### src/rtl/hp_pkg.sv
package hp_pkg;
  localparam int          DATA_W   = 32;
  localparam int          ID_W     = 64;
  localparam logic [3:0]  OFS_SEL  = 4'h0;
  localparam logic [3:0]  OFS_STAT = 4'h4;
  localparam logic [3:0]  OFS_CMD  = 4'h5;
  localparam logic [3:0]  OFS_DATA = 4'h8;
  localparam logic [7:0]  CMD_SCAN = 8'd0;
  localparam logic [7:0]  CMD_OSTE = 8'd1;
  localparam logic [7:0]  CMD_OSTS = 8'd2;
  localparam logic [7:0]  CMD_ID   = 8'd3;
endpackage

### src/rtl/hp_rst_sync.sv
module hp_rst_sync (
  input  logic clk,
  input  logic arst_n,
  output logic srst_n
);
  logic [1:0] stage_q;

  always_ff @(posedge clk or negedge arst_n) begin
    if (!arst_n) stage_q <= 2'b00;
    else         stage_q <= {stage_q[0], 1'b1};
  end

  assign srst_n = stage_q[1];
endmodule

### src/rtl/hp_event_flags.sv
module hp_event_flags #(
  parameter int N  = 8,
  parameter int IW = 3
) (
  input  logic          clk,
  input  logic          rst_n,
  input  logic [N-1:0]  set_i,
  input  logic          clr_en,
  input  logic [IW-1:0] clr_idx,
  output logic [N-1:0]  flags_o
);
  logic [N-1:0] flags_q;
  logic [N-1:0] flags_d;

  // set dominates a clear aimed at the same slot
  for (genvar g = 0; g < N; g++) begin : g_slot
    logic hit;
    assign hit        = clr_en && (clr_idx == IW'(g));
    assign flags_d[g] = set_i[g] | (flags_q[g] & ~hit);
  end

  always_ff @(posedge clk or negedge rst_n) begin
    if (!rst_n) flags_q <= '0;
    else        flags_q <= flags_d;
  end

  assign flags_o = flags_q;
endmodule

### src/rtl/hp_pending_scan.sv
module hp_pending_scan #(
  parameter int N  = 8,
  parameter int IW = 3
) (
  input  logic [N-1:0]  pend,
  output logic          found,
  output logic [IW-1:0] idx
);
  // walk downward so the lowest pending slot is the last assignment
  always_comb begin
    found = 1'b0;
    idx   = '0;
    for (int i = N - 1; i >= 0; i--) begin
      if (pend[i]) begin
        found = 1'b1;
        idx   = IW'(i);
      end
    end
  end
endmodule

### src/rtl/cpu_hotplug_regs.sv
module cpu_hotplug_regs
  import hp_pkg::*;
#(
  parameter int N_CPU = 8
) (
  input  logic                  clk,
  input  logic                  por_n,
  input  logic                  rst_n,
  input  logic [3:0]            addr,
  input  logic                  wr_en,
  input  logic [DATA_W-1:0]     wdata,
  output logic [DATA_W-1:0]     rdata,
  input  logic [N_CPU-1:0]      cpu_enabled,
  input  logic [N_CPU-1:0]      ins_req,
  input  logic [N_CPU-1:0]      rem_req,
  input  logic [N_CPU*ID_W-1:0] cpu_id,
  output logic                  ost_valid,
  output logic [DATA_W-1:0]     ost_event,
  output logic [DATA_W-1:0]     ost_status
);
  localparam int IW = (N_CPU > 1) ? $clog2(N_CPU) : 1;

  // reset synchronizers: selector domain vs. everything else
  logic por_sync_n, core_rst_n, core_arst_n;
  assign core_arst_n = por_n & rst_n;

  hp_rst_sync u_por_sync  (.clk(clk), .arst_n(por_n),       .srst_n(por_sync_n));
  hp_rst_sync u_core_sync (.clk(clk), .arst_n(core_arst_n), .srst_n(core_rst_n));

  // state
  logic [DATA_W-1:0] sel_q, sel_d;
  logic              sel_en;
  logic [7:0]        cmd_q;
  logic              cmd_en;
  logic [DATA_W-1:0] ev_q, st_q;
  logic              ev_en, st_en, ost_q;

  logic              sel_valid;
  logic [IW-1:0]     sel_idx;
  assign sel_valid = (sel_q < DATA_W'(N_CPU));
  assign sel_idx   = sel_q[IW-1:0];

  // access decode
  logic wr_sel, wr_ctl, wr_cmd, wr_dat, scan_go;
  assign wr_sel  = wr_en && (addr == OFS_SEL);
  assign wr_ctl  = wr_en && (addr == OFS_STAT) && sel_valid;
  assign wr_cmd  = wr_en && (addr == OFS_CMD)  && sel_valid;
  assign wr_dat  = wr_en && (addr == OFS_DATA) && sel_valid;
  assign scan_go = wr_cmd && (wdata[7:0] == CMD_SCAN);

  // per-slot event flags
  logic [N_CPU-1:0] ins_q, rem_q;

  hp_event_flags #(.N(N_CPU), .IW(IW)) u_ins_flags (
    .clk(clk), .rst_n(core_rst_n), .set_i(ins_req),
    .clr_en(wr_ctl && wdata[1]), .clr_idx(sel_idx), .flags_o(ins_q)
  );

  hp_event_flags #(.N(N_CPU), .IW(IW)) u_rem_flags (
    .clk(clk), .rst_n(core_rst_n), .set_i(rem_req),
    .clr_en(wr_ctl && wdata[2]), .clr_idx(sel_idx), .flags_o(rem_q)
  );

  // pending-event search
  logic          scan_hit;
  logic [IW-1:0] scan_idx;

  hp_pending_scan #(.N(N_CPU), .IW(IW)) u_scan (
    .pend(ins_q | rem_q), .found(scan_hit), .idx(scan_idx)
  );

  // identifier lanes
  logic [ID_W-1:0] id_arr [N_CPU];
  for (genvar g = 0; g < N_CPU; g++) begin : g_id
    assign id_arr[g] = cpu_id[g*ID_W +: ID_W];
  end

  logic [ID_W-1:0] id_sel;
  assign id_sel = id_arr[sel_idx];

  // next state
  always_comb begin
    sel_d  = sel_q;
    sel_en = 1'b0;
    if (wr_sel) begin
      sel_d  = wdata;
      sel_en = 1'b1;
    end else if (scan_go && scan_hit) begin
      sel_d  = DATA_W'(scan_idx);
      sel_en = 1'b1;
    end
  end

  assign cmd_en = wr_cmd;
  assign ev_en  = wr_dat && (cmd_q == CMD_OSTE);
  assign st_en  = wr_dat && (cmd_q == CMD_OSTS);

  // registers
  always_ff @(posedge clk or negedge por_sync_n) begin
    if (!por_sync_n)  sel_q <= '0;
    else if (sel_en)  sel_q <= sel_d;
  end

  always_ff @(posedge clk or negedge core_rst_n) begin
    if (!core_rst_n) begin
      cmd_q <= CMD_SCAN;
      ev_q  <= '0;
      st_q  <= '0;
      ost_q <= 1'b0;
    end else begin
      if (cmd_en) cmd_q <= wdata[7:0];
      if (ev_en)  ev_q  <= wdata;
      if (st_en)  st_q  <= wdata;
      ost_q <= st_en;
    end
  end

  // read mux
  always_comb begin
    rdata = '0;
    if (sel_valid) begin
      unique case (addr)
        OFS_SEL:  rdata = (cmd_q == CMD_ID) ? id_sel[ID_W-1:DATA_W] : '0;
        OFS_STAT: rdata = {29'b0, rem_q[sel_idx], ins_q[sel_idx], cpu_enabled[sel_idx]};
        OFS_DATA: begin
          if (cmd_q == CMD_SCAN)    rdata = sel_q;
          else if (cmd_q == CMD_ID) rdata = id_sel[DATA_W-1:0];
        end
        default:  rdata = '0;
      endcase
    end
  end

  assign ost_valid  = ost_q;
  assign ost_event  = ev_q;
  assign ost_status = st_q;
endmodule

### config.mk
export PLATFORM = sky130hd
export DESIGN_NAME = cpu_hotplug_regs
export DESIGN_NICKNAME = d
export VERILOG_FILES = /design/src/rtl/hp_pkg.sv /design/src/rtl/hp_rst_sync.sv /design/src/rtl/hp_event_flags.sv /design/src/rtl/hp_pending_scan.sv /design/src/rtl/cpu_hotplug_regs.sv
export SDC_FILE = /design/constraint.sdc
export NUM_CORES = 1
export LEC_CHECK = 0
export BUFFER_PORTS_ARGS = -buffer_cell sky130_fd_sc_hd__clkbuf_2
export CORE_AREA = 5 5 260 262
export DETAILED_ROUTE_END_ITERATION = 16
export DIE_AREA = 0 0 265 267
export PLACE_DENSITY = 0.35
export SYNTH_ARGS = -nofsm -noshare
export SYNTH_HDL_FRONTEND = slang
export SYNTH_SLANG_ARGS = --single-unit
### constraint.sdc
create_clock -name clk -period 2.7 [get_ports clk]
set_input_delay 0.135 -clock clk [delete_from_list [all_inputs] [get_ports clk]]
set_output_delay 0.135 -clock clk [all_outputs]
set_load 0.03 [all_outputs]
-- Word level (Yosys, flattened, before mapping)
Index checks and enable logic that the tools add are counted.
- $add $sub $neg: 0
- multipliers: 0
- div/mod/pow operators: 0
- $lt $le $gt $ge: 3
- equal/unequal tests: 13
- shift-type cells: 0
- muxes and demuxes: 34
- bitwise operators: 51
- reductions and logical operators: 35
- operators by type and width (operator ; number):
    binary-select mux 64 bit (select 3 bit) ; 1
    two-way mux 32 bit ; 6
    two-way mux 64 bit ; 2
    case mux 32 bit (3 select lines) ; 1
    < comparator 32 x 4 -> 1 bit (second input constant) ; 1
    logical AND 1 bit ; 29
    two-way mux 3 bit ; 8
    AND 1 bit ; 17
    == test 8 x 2 -> 1 bit (second input constant) ; 2
    zero test 8 bit ; 2
    NOT 1 bit ; 16
    bitwise OR 1 bit ; 16
    two-way mux 1 bit ; 13
    == test 3 bit (second input constant) ; 4
    binary-select mux 1 bit (select 3 bit) ; 3
    == test 4 x 3 -> 1 bit (second input constant) ; 2
    == test 8 x 1 -> 1 bit (second input constant) ; 1
    bitwise OR 8 bit ; 1
    == test 3 x 2 -> 1 bit (second input constant) ; 2
    == test 4 bit (second input constant) ; 1
    >= comparator 4 bit (second input constant) ; 1
    zero test 4 bit ; 1
    < comparator 3 x 4 -> 1 bit (second input constant) ; 1
    NOT 3 -> 4 bit ; 1
    4 further kinds ; 4
- bits in registers: 125
- latch bits: 0
- bits in writable memories: 0
- bits in read-only memories: 0
- input port bits: 576
- output and inout bits: 97
- memories kept: 0

-- Longest topological paths before layout
Gate-level depths: netlist (run 1).
- word-level depth: 13
- gate-level depth with buffers: 9
- depth with buffers taken out: 5

-- By module
Synthesis (run 1) repeated with hierarchy kept, for this count alone.
- cells, all modules: 805
- area, all modules: 9560.4 µm²
- modules (own cells, without submodules) (module ; instances ; cells each ; area an instance (µm²) ; seq. area each (µm²)):
    cpu_hotplug_regs ; 1 ; 738 ; 8699.6 ; 2627.5
    hp_event_flags ; 2 ; 24 ; 336.6 ; 200.2
    hp_rst_sync ; 2 ; 3 ; 53.8 ; 50.0
    hp_pending_scan ; 1 ; 13 ; 80.1 ; 0.0

-- Worst setup path before layout (run 1)
Ideal clock, no wire load.
- path kind: register to output
- from: register sel_q[1]
- to: output rdata[27]
- arrival time: 2.492 ns
- required time: 2.565 ns
- slack: 0.073 ns
- stages on the path, launching flop included: 9
- cell sequence: dfrtp_1 -> clkbuf_1 -> clkbuf_1 -> buf_2 -> buf_1 -> o22ai_1 -> a221oi_1 -> nand2_1 -> a21oi_1
- word-level cells in the longest chain between the ends: 8
- RTL lines (element ; line ; text):
    from (decl) ; cpu_hotplug_regs.sv:31 ; logic [DATA_W-1:0] sel_q, sel_d;
    from (signal assigned) ; cpu_hotplug_regs.sv:101 ; else if (sel_en) sel_q <= sel_d;
    NOT 3 -> 4 bit (implied by the code) ; cpu_hotplug_regs.sv:79 ; assign id_sel = id_arr[sel_idx];
    binary-select mux 64 bit (select 3 bit) ; cpu_hotplug_regs.sv:79 ;
    two-way mux 64 bit (implied by the code) (2 in series) ; cpu_hotplug_regs.sv:79 ;
    two-way mux 32 bit ; cpu_hotplug_regs.sv:127 ; else if (cmd_q == CMD_ID) rdata = id_sel[DATA_W-1:0];
    two-way mux 32 bit ; cpu_hotplug_regs.sv:126 ; if (cmd_q == CMD_SCAN) rdata = sel_q;
    case mux 32 bit (3 select lines) ; cpu_hotplug_regs.sv:122 ; unique case (addr)
    two-way mux 32 bit * ; cpu_hotplug_regs.sv:121 ; if (sel_valid) begin
    to (decl) ; cpu_hotplug_regs.sv:12 ; output logic [DATA_W-1:0] rdata,
Every way passes the cells marked *; elsewhere a longest branch is shown, timed or not. The select of a mux whose other input is x is not followed.

-- Worst setup path in the final report (run 1)
- from: register sel_q[0]
- to: output rdata[27]
The elaborated chain is that of the path after synthesis.

==> parameters.txt, run 1 <==
Parameter                              Value

Route
  DR DRC count ... 0
  Drt wl/cell ... 27.3 um
  Number of vias per cell after detailed routing ... 4.37
  Drt first-iter violations ... 404
  Drt pass-1 iters ... 5
  ANT nets after route ... 0
  Number of vias after detailed routing ... 10,973
  Post-Route WL ... 68.5 mm

Global route
  Vias in the first global route ... 12,176
  Remaining Overflow, GRT ... 0
  Initial antenna violation count ... 13
  Global-route wire length before repair ... about 93 mm
  Total routing resource utilization after global routing ... 18.3%
  Maximum number of pins on one net before global-route repair ... 50

Critical path
  Type of the worst setup path ... register to output pin
  Series of cell instances along the critical path ... buf_12 -> buf_6 -> mux4_2 -> mux2_4 -> a22oi_2 -> a21oi_2 -> clkbuf_8
  Largest driver fanout on the critical path ... 7
  Crit path DAT ... 2680 ps
  Element type at the critical path end ... output pin
  Master of the slowest instance on the critical path ... sky130_fd_sc_hd__dfrtp_4
  Maximum single-stage delay on the critical path ... 560 ps
  Nature of the critical path startpoint ... register
  Required @ worst endpoint ... 2570 ps

Final layout
  Filler Cells Inserted ... 7,025
  Finished Core Util ... between 20% and 30%
  Combined area of the multi-input logic cells ... 6900 um^2
  Finished layout cell area ... roughly 17,000 um^2
  Net count, final ... 2,202
  Share of post-route cells with drive strength above 1 ... 72.8%
  Final instance count without filler cells ... between 2,000 and 3,000
  FF+latch area ... between 3000 and 4000 um^2
  Signed area change from the synthesized netlist to the final layout ... 78.0%

Yosys
  EDFF count, synth ... 0
  Cell type with the highest aggregate area in the netlist ... sky130_fd_sc_hd__dfrtp_1
  Unique cell type count in the Yosys netlist ... 50
  Biggest area contributors in the synthesized netlist ... sky130_fd_sc_hd__dfrtp_1 (32%), sky130_fd_sc_hd__mux2_2 (21%), sky130_fd_sc_hd__mux4_2 (16%), sky130_fd_sc_hd__mux2i_1 (4.2%), sky130_fd_sc_hd__a22oi_1 (2.5%)
  Most frequent cell after synthesis ... sky130_fd_sc_hd__mux2_2
  Mean area per synthesized cell ... 11.5 um^2
  Primary FF master, synth ... sky130_fd_sc_hd__dfrtp_1
  Area share of the largest cell type after synthesis ... 32.1%
  Combined area of all synthesized cells ... 9750 um^2
  Ranking of synthesized cells by instance count ... sky130_fd_sc_hd__mux2_2 (185), sky130_fd_sc_hd__dfrtp_1 (125), sky130_fd_sc_hd__mux4_2 (71)
  Number of synthesized register bits ... about 130
  Post-synthesis cell count ... about 850
  Async set-or-reset flop fraction in the synthesized netlist ... 100%
  Yosys synthesis warning count ... 0
  Share of the yosys chip area belonging to registers ... 32.1%

Place
  Total cell area at the placement stage ... between 10,000 and 15,000 um^2
  Placer Congestion ... approximately 0.93
  Placed cell count ... 2,380
  Setup slack at placement ... -389 ps
  I/O Buffers ... 672
  DP Wirelength ... 56.5 mm

Outcome
  Violations in the final reports ... setup timing
  Result of the run ... finished with violations

Timing
  Worst-case headroom to the max-slew limit ... 38.6%
  Crit path setup slack, layout ... -114 ps
  Fin. max-slew vios ... 0
  Slew at the pin with the worst max-slew slack ... around 920 ps
  Setup-failing EPs final ... 19
  Final Critical Period ... around 2800 ps
  Hold Vio Cnt, Final ... 0
  RSZ-0062 raised after global routing ... yes
  Final worst-path cycle share ... 104%
  Total Negative Setup Slacks ... -941 ps
  Final hold slack ... 41.8 ps
  Max Freq ... 0.355 GHz
  Fin Clk Skew ... 9.56 ps

Die
  Horizontal extent of the die ... around 270 um
  Die extent in y ... 267 um
  Initial Util ... roughly 15%
  Standard-cell row count ... 94
  Standard cell core area ... around 65,000 um^2
  Number of I/O pins ... 673
  Total Die Area ... 70,800 um^2

Job
  Maxcap violations ... 0

Power and ir drop
  Static leakage power ... 7.92 nW
  Maximum VDD drop ... ~0.30 mV
  Power density cells ... 531 nW/um^2
  Total power draw ... between 9 and 10 mW

Clock network
  Clock Tree Buf Depth ... 2
  Number of H-tree levels ... 4
  CTS tree ... built
  Clock transition at the registers of the reported paths ... 60 ps
  Clock latency reported for the late side of the worst-skew pair ... 440 ps
  Total clock buffers created by CTS ... 17
  Total number of clock tree sinks ... 125
  CTS Root Cell ... sky130_fd_sc_hd__clkbuf_16

Hold path
  Path category of the worst min-delay check ... primary input to register
[flip-flops by register name, summed over array words and instances, names as in the netlist]
register,count
cmd_q,8
ost_event,32
ost_status,32
ost_valid,1
sel_q,32
u_core_sync.stage_q,2
u_ins_flags.flags_o,8
u_por_sync.stage_q,2
u_rem_flags.flags_o,8
[worst max-delay path: cells and delay by family, from the launching register on]
kind / cells / cell delay (ps)
multiplexers: 2 / 780
flip-flops: 1 / 560
buffers and inverters: 3 / 470
AO/OA/AOI/OAI: 2 / 410
[report_power, final]
group          internal, mW  total (mW)  leakage (nW)  switching (mW)
Combinational          2.40        4.48          6.03            2.09
Clock                  1.49        2.50         0.303            1.01
Sequential             2.01        2.23          1.59           0.222
Total                  5.90        9.22          7.92            3.32
[final cells by class]
cell class / instances / share of cell area, %
clock inverters: 15 / 1.17
flip-flops and latches: 125 / 18.1
multi-input cells: 639 / 39.7
inverters: 2 / 0.0432
diodes: 9 / 0.130
clock buffers: 17 / 2.45
repair buffers: 841 / 32.1
well taps: 864 / 6.23
[cell families after synthesis]
group / share of synthesized area, %
DFF: 32.1
buffers and inverters: 3.39
and+or+nand+nor: 8.57
AOI/OAI and AO/OA: 13.5
other: 0.0384
muxes: 42.4
[layout by cell type (no fill, tap or decap), types with 8 or more instances in the layout]
| master | instances |
|---|---|
| sky130_fd_sc_hd__mux4_2 | 71 |
| sky130_fd_sc_hd__o22ai_1 | 26 |
| sky130_fd_sc_hd__o211ai_1 | 16 |
| sky130_fd_sc_hd__a22oi_2 | 26 |
| sky130_fd_sc_hd__buf_8 | 8 |
| sky130_fd_sc_hd__nor2_1 | 13 |
| sky130_fd_sc_hd__buf_12 | 21 |
| sky130_fd_sc_hd__clkbuf_16 | 20 |
| sky130_fd_sc_hd__a21oi_1 | 19 |
| sky130_fd_sc_hd__o221ai_1 | 10 |
| sky130_fd_sc_hd__diode_2 | 9 |
| sky130_fd_sc_hd__clkbuf_2 | 640 |
| sky130_fd_sc_hd__buf_4 | 81 |
| sky130_fd_sc_hd__a21oi_2 | 16 |
| sky130_fd_sc_hd__mux2i_1 | 41 |
| sky130_fd_sc_hd__buf_6 | 23 |
| sky130_fd_sc_hd__mux2_4 | 21 |
| sky130_fd_sc_hd__dlygate4sd3_1 | 37 |
| sky130_fd_sc_hd__nor3b_1 | 13 |
| sky130_fd_sc_hd__nand2b_1 | 20 |
| sky130_fd_sc_hd__o41ai_1 | 9 |
| sky130_fd_sc_hd__clkbuf_8 | 16 |
| sky130_fd_sc_hd__a221oi_1 | 9 |
| sky130_fd_sc_hd__nand3_1 | 13 |
| sky130_fd_sc_hd__mux2_2 | 164 |
| sky130_fd_sc_hd__nand2_1 | 27 |
| sky130_fd_sc_hd__o31ai_1 | 9 |
| sky130_fd_sc_hd__dfrtp_1 | 119 |
[repair_timing]
item,in CTS,in global routing
hold endpoints to repair,67,0
gates cloned,9,3
setup endpoints to repair,116,36
pin swaps,32,25
gates resized for setup,196,58
hold buffers,37,0
setup buffers,34,11
[routing by layer]
metal	up-vias	wire length (um)	track usage [%]
met1	5452	28800	23.2
met5	-	13	0
li1	4991	-	-
met4	2	1450	5.93
met3	49	3950	3.71
met2	479	34300	31.4
[worst paths after layout]
| path | startpoint | end | slack [ps] | depth (start not counted) |
|---|---|---|---|---|
| max in group asynchronous | u_core_sync.stage_q[1] | u_rem_flags.flags_o[3] | 1580 | 1 |
| worst min register to register | u_por_sync.stage_q[0] | u_por_sync.stage_q[1] | 350 | 0 |
| min in group asynchronous | rst_n | u_core_sync.stage_q[1] | 140 | 3 |
| worst max-delay path | sel_q[0] | rdata[27] | -110 | 7 |
| worst min-delay path | wdata[3] | ost_event[3] | 40 | 2 |
| worst max register to register | sel_q[17] | sel_q[0] | 130 | 8 |
No activity file was read; power rests on OpenSTA's default activity.
==> run 2, diff against run 1 <==
CORE_AREA = 2 2 260 262   (was 5 5 260 262)
DIE_AREA = 0 0 262 264   (was 0 0 265 267)
PLACE_DENSITY = 0.33   (was 0.35)
clock period = 2.85 ns   (was 2.7 ns; I/O delays follow)
==> run 2 against run 1 <==
Compared with the run above:
- the run still ends with setup timing left
- clock skew down 0.93 ps
- design area down 1.1%
- hold slack worse by 17 ps
- clock power down 2%
- count of clock-buffer cells in the layout up 1
- via count down 0.65%
==> parameters.txt, run 2 (synthesized netlist as in run 1, its figures left out) <==
Parameter                              Value

Outcome
  Result of the run ... finished with violations
  Violations in the final reports ... setup timing

Global route
  Remaining Overflow, GRT ... 0
  Vias in the first global route ... approximately 12,000
  Total routing resource utilization after global routing ... around a fifth
  Global-route wire length before repair ... 92.1 mm
  Maximum number of pins on one net before global-route repair ... 52
  Initial antenna violation count ... 11

Place
  I/O Buffers ... approximately 670
  Placer Congestion ... 0.868
  DP Wirelength ... 56.5 mm
  Setup slack at placement ... 47.4 ps

Final layout
  Net count, final ... 2,192
  Most frequent standard cell in the layout excluding fill and tap cells ... sky130_fd_sc_hd__clkbuf_2
  Filler Cells Inserted ... 7,233
  Share of post-route cells with drive strength above 1 ... 72.2%
  Top library cells by usage in the layout, fill and taps aside ... sky130_fd_sc_hd__clkbuf_2 (641), sky130_fd_sc_hd__mux2_2 (165), sky130_fd_sc_hd__dfrtp_1 (120), sky130_fd_sc_hd__buf_4 (87), sky130_fd_sc_hd__mux4_2 (71)
  Signed area change from the synthesized netlist to the final layout ... 76.1%

Timing
  Fin Clk Skew ... 8.63 ps
  Final hold slack ... ~25 ps
  Max Freq ... 0.351 GHz
  Hold Vio Cnt, Final ... 0
  Total Negative Setup Slacks ... -2.37 ps
  Slew at the pin with the worst max-slew slack ... between 900 and 1000 ps
  Crit path setup slack, layout ... -2.37 ps
  Setup-failing EPs final ... 1
  RSZ-0062 raised after global routing ... yes
  Worst-case headroom to the max-slew limit ... 39.5%
  Fin. max-slew vios ... 0
  Final Critical Period ... 2850 ps
  Final worst-path cycle share ... 100%

Route
  Drt wl/cell ... approximately 27 um
  DR DRC count ... 0
  Number of vias after detailed routing ... 10,902
  Drt pass-1 iters ... 5
  Post-Route WL ... roughly 70 mm
  Number of vias per cell after detailed routing ... 4.35
  ANT nets after route ... 0
  Drt first-iter violations ... between 400 and 500

Critical path
  Required @ worst endpoint ... between 2000 and 3000 ps
  Largest driver fanout on the critical path ... 6
  Length in cells of the worst reg-to-reg path ... 7
  Type of the worst setup path ... register to output pin
  Worst reg2reg endpoint ... ost_event[16]
  R2r startpoint ... sel_q[16]
  Element type at the critical path end ... output pin
  Crit path DAT ... 2710 ps
  Register-to-register path setup slack ... 320 ps
  Nature of the critical path startpoint ... register

Job
  Maxcap violations ... 0

Hold path
  Hold Crit Endpoint ... sel_q[24]
  Worst Hold Launch ... wdata[24]
  Path category of the worst min-delay check ... primary input to register
  Number of cells on the worst hold path ... 2

Power and ir drop
  Internal power ... 5.68 mW
  Share of total power consumed by net switching ... 35.0%
  Clock share of power ... 28.1%
  Static leakage power ... between 7 and 8 nW
  Portion of total power attributed to combinational logic ... 48.2%
  Switch Pwr ... 3.06 mW
  Maximum VDD drop ... roughly 0.29 mV
  Portion of total power attributed to sequential cells ... 23.7%
  Total power draw ... 8.73 mW
  Power density cells ... 509 nW/um^2

Clock network
  Total clock buffers created by CTS ... 17
  Clock latency reported for the late side of the worst-skew pair ... between 400 and 500 ps
  Number of H-tree levels ... 4
  Total number of clock tree sinks ... 125
  Clock Tree Buf Depth ... 2
  Clock transition at the registers of the reported paths ... 60 ps
  CTS tree ... built
  CTS Root Cell ... sky130_fd_sc_hd__clkbuf_16

Die
  Number of I/O pins ... 673
  Horizontal extent of the die ... about 260 um
  Standard cell core area ... 66,600 um^2
  Die extent in y ... 264 um
  Initial Util ... 14.7%
  Standard-cell row count ... 95
  Total Die Area ... a little under 70,000 um^2
## run 2: cell type report
type                            count  area [um^2]  share of cell area (%)
Antenna cell                        7         17.5                   0.102
Clock buffer                       18          429                    2.50
Clock inverter                     14          216                    1.26
Inverter                            2         11.3                  0.0656
Multi-Input combinational cell    639         6840                    39.8
Sequential cell                   125         3140                    18.3
Tap cell                          873         1090                    6.36
Timing Repair Buffer              831         5420                    31.6
## run 2: timing repair
item,in CTS,in global routing
endpoints found under the setup margin,32,32
setup buffers,21,22
hold endpoints to repair,56,0
gates cloned,7,2
hold buffers,31,0
pin swaps,28,33
resized for setup,159,58
## run 2: metal layers
| metal | global-route usage (%) | share of wire [%] |
|---|---|---|
| met1 | 23.3 | 41 |
| met3 | 3.40 | 5.8 |
| met2 | 34.9 | 52 |
| met4 | 4.28 | 1.4 |
| met5 | 0 | 0.015 |
## run 2: worst max-delay path by stage
stage	startpoint	to	slack [ps]	cells past startpoint
3_5_place_dp	cmd_q[5]	rdata[18]	50	9
2_1_floorplan	u_core_sync.stage_q[1]	cmd_q[0]	130	0
4_1_cts	sel_q[0]	rdata[18]	-130	8
6_report	sel_q[0]	rdata[9]	-2	8
5_1_grt	sel_q[0]	rdata[21]	-90	8
3_3_place_gp	sel_q[15]	ost_event[15]	40	6
## run 2: worst max-delay path, cell delays in order, from the launching register on
cell                      delay (ps)
sky130_fd_sc_hd__dfrtp_4         460
sky130_fd_sc_hd__buf_16          150
sky130_fd_sc_hd__buf_12          150
sky130_fd_sc_hd__buf_6           130
sky130_fd_sc_hd__mux4_2          480
sky130_fd_sc_hd__mux2_4          310
sky130_fd_sc_hd__a22oi_2         300
sky130_fd_sc_hd__a21oi_2         100
sky130_fd_sc_hd__buf_6           150
## run 2: metrics by stage
stage / util (%) / cells / cell area, um^2
2_1_floorplan: - / 848 / 9760
3_3_place_gp: 22.2 / 2390 / 14800
3_5_place_dp: 22.2 / 2390 / 14800
4_1_cts: 25.3 / 2480 / 16800
5_1_grt: 25.8 / 2507 / 17200
6_report: 25.8 / 2509 / 17200
## run 2: power groups by stage
| stage | sequential (mW) | combinational, mW | clock (mW) |
|---|---|---|---|
| finish | 2.07 | 4.21 | 2.46 |
| global route | 2.09 | 4.47 | 2.62 |
| CTS | 2.06 | 4.11 | 2.55 |
| detailed placement | 2.08 | 3.47 | 0 |
| global placement | 2.07 | 3.47 | 0 |
| floorplan | 2.04 | 1.94 | 0 |
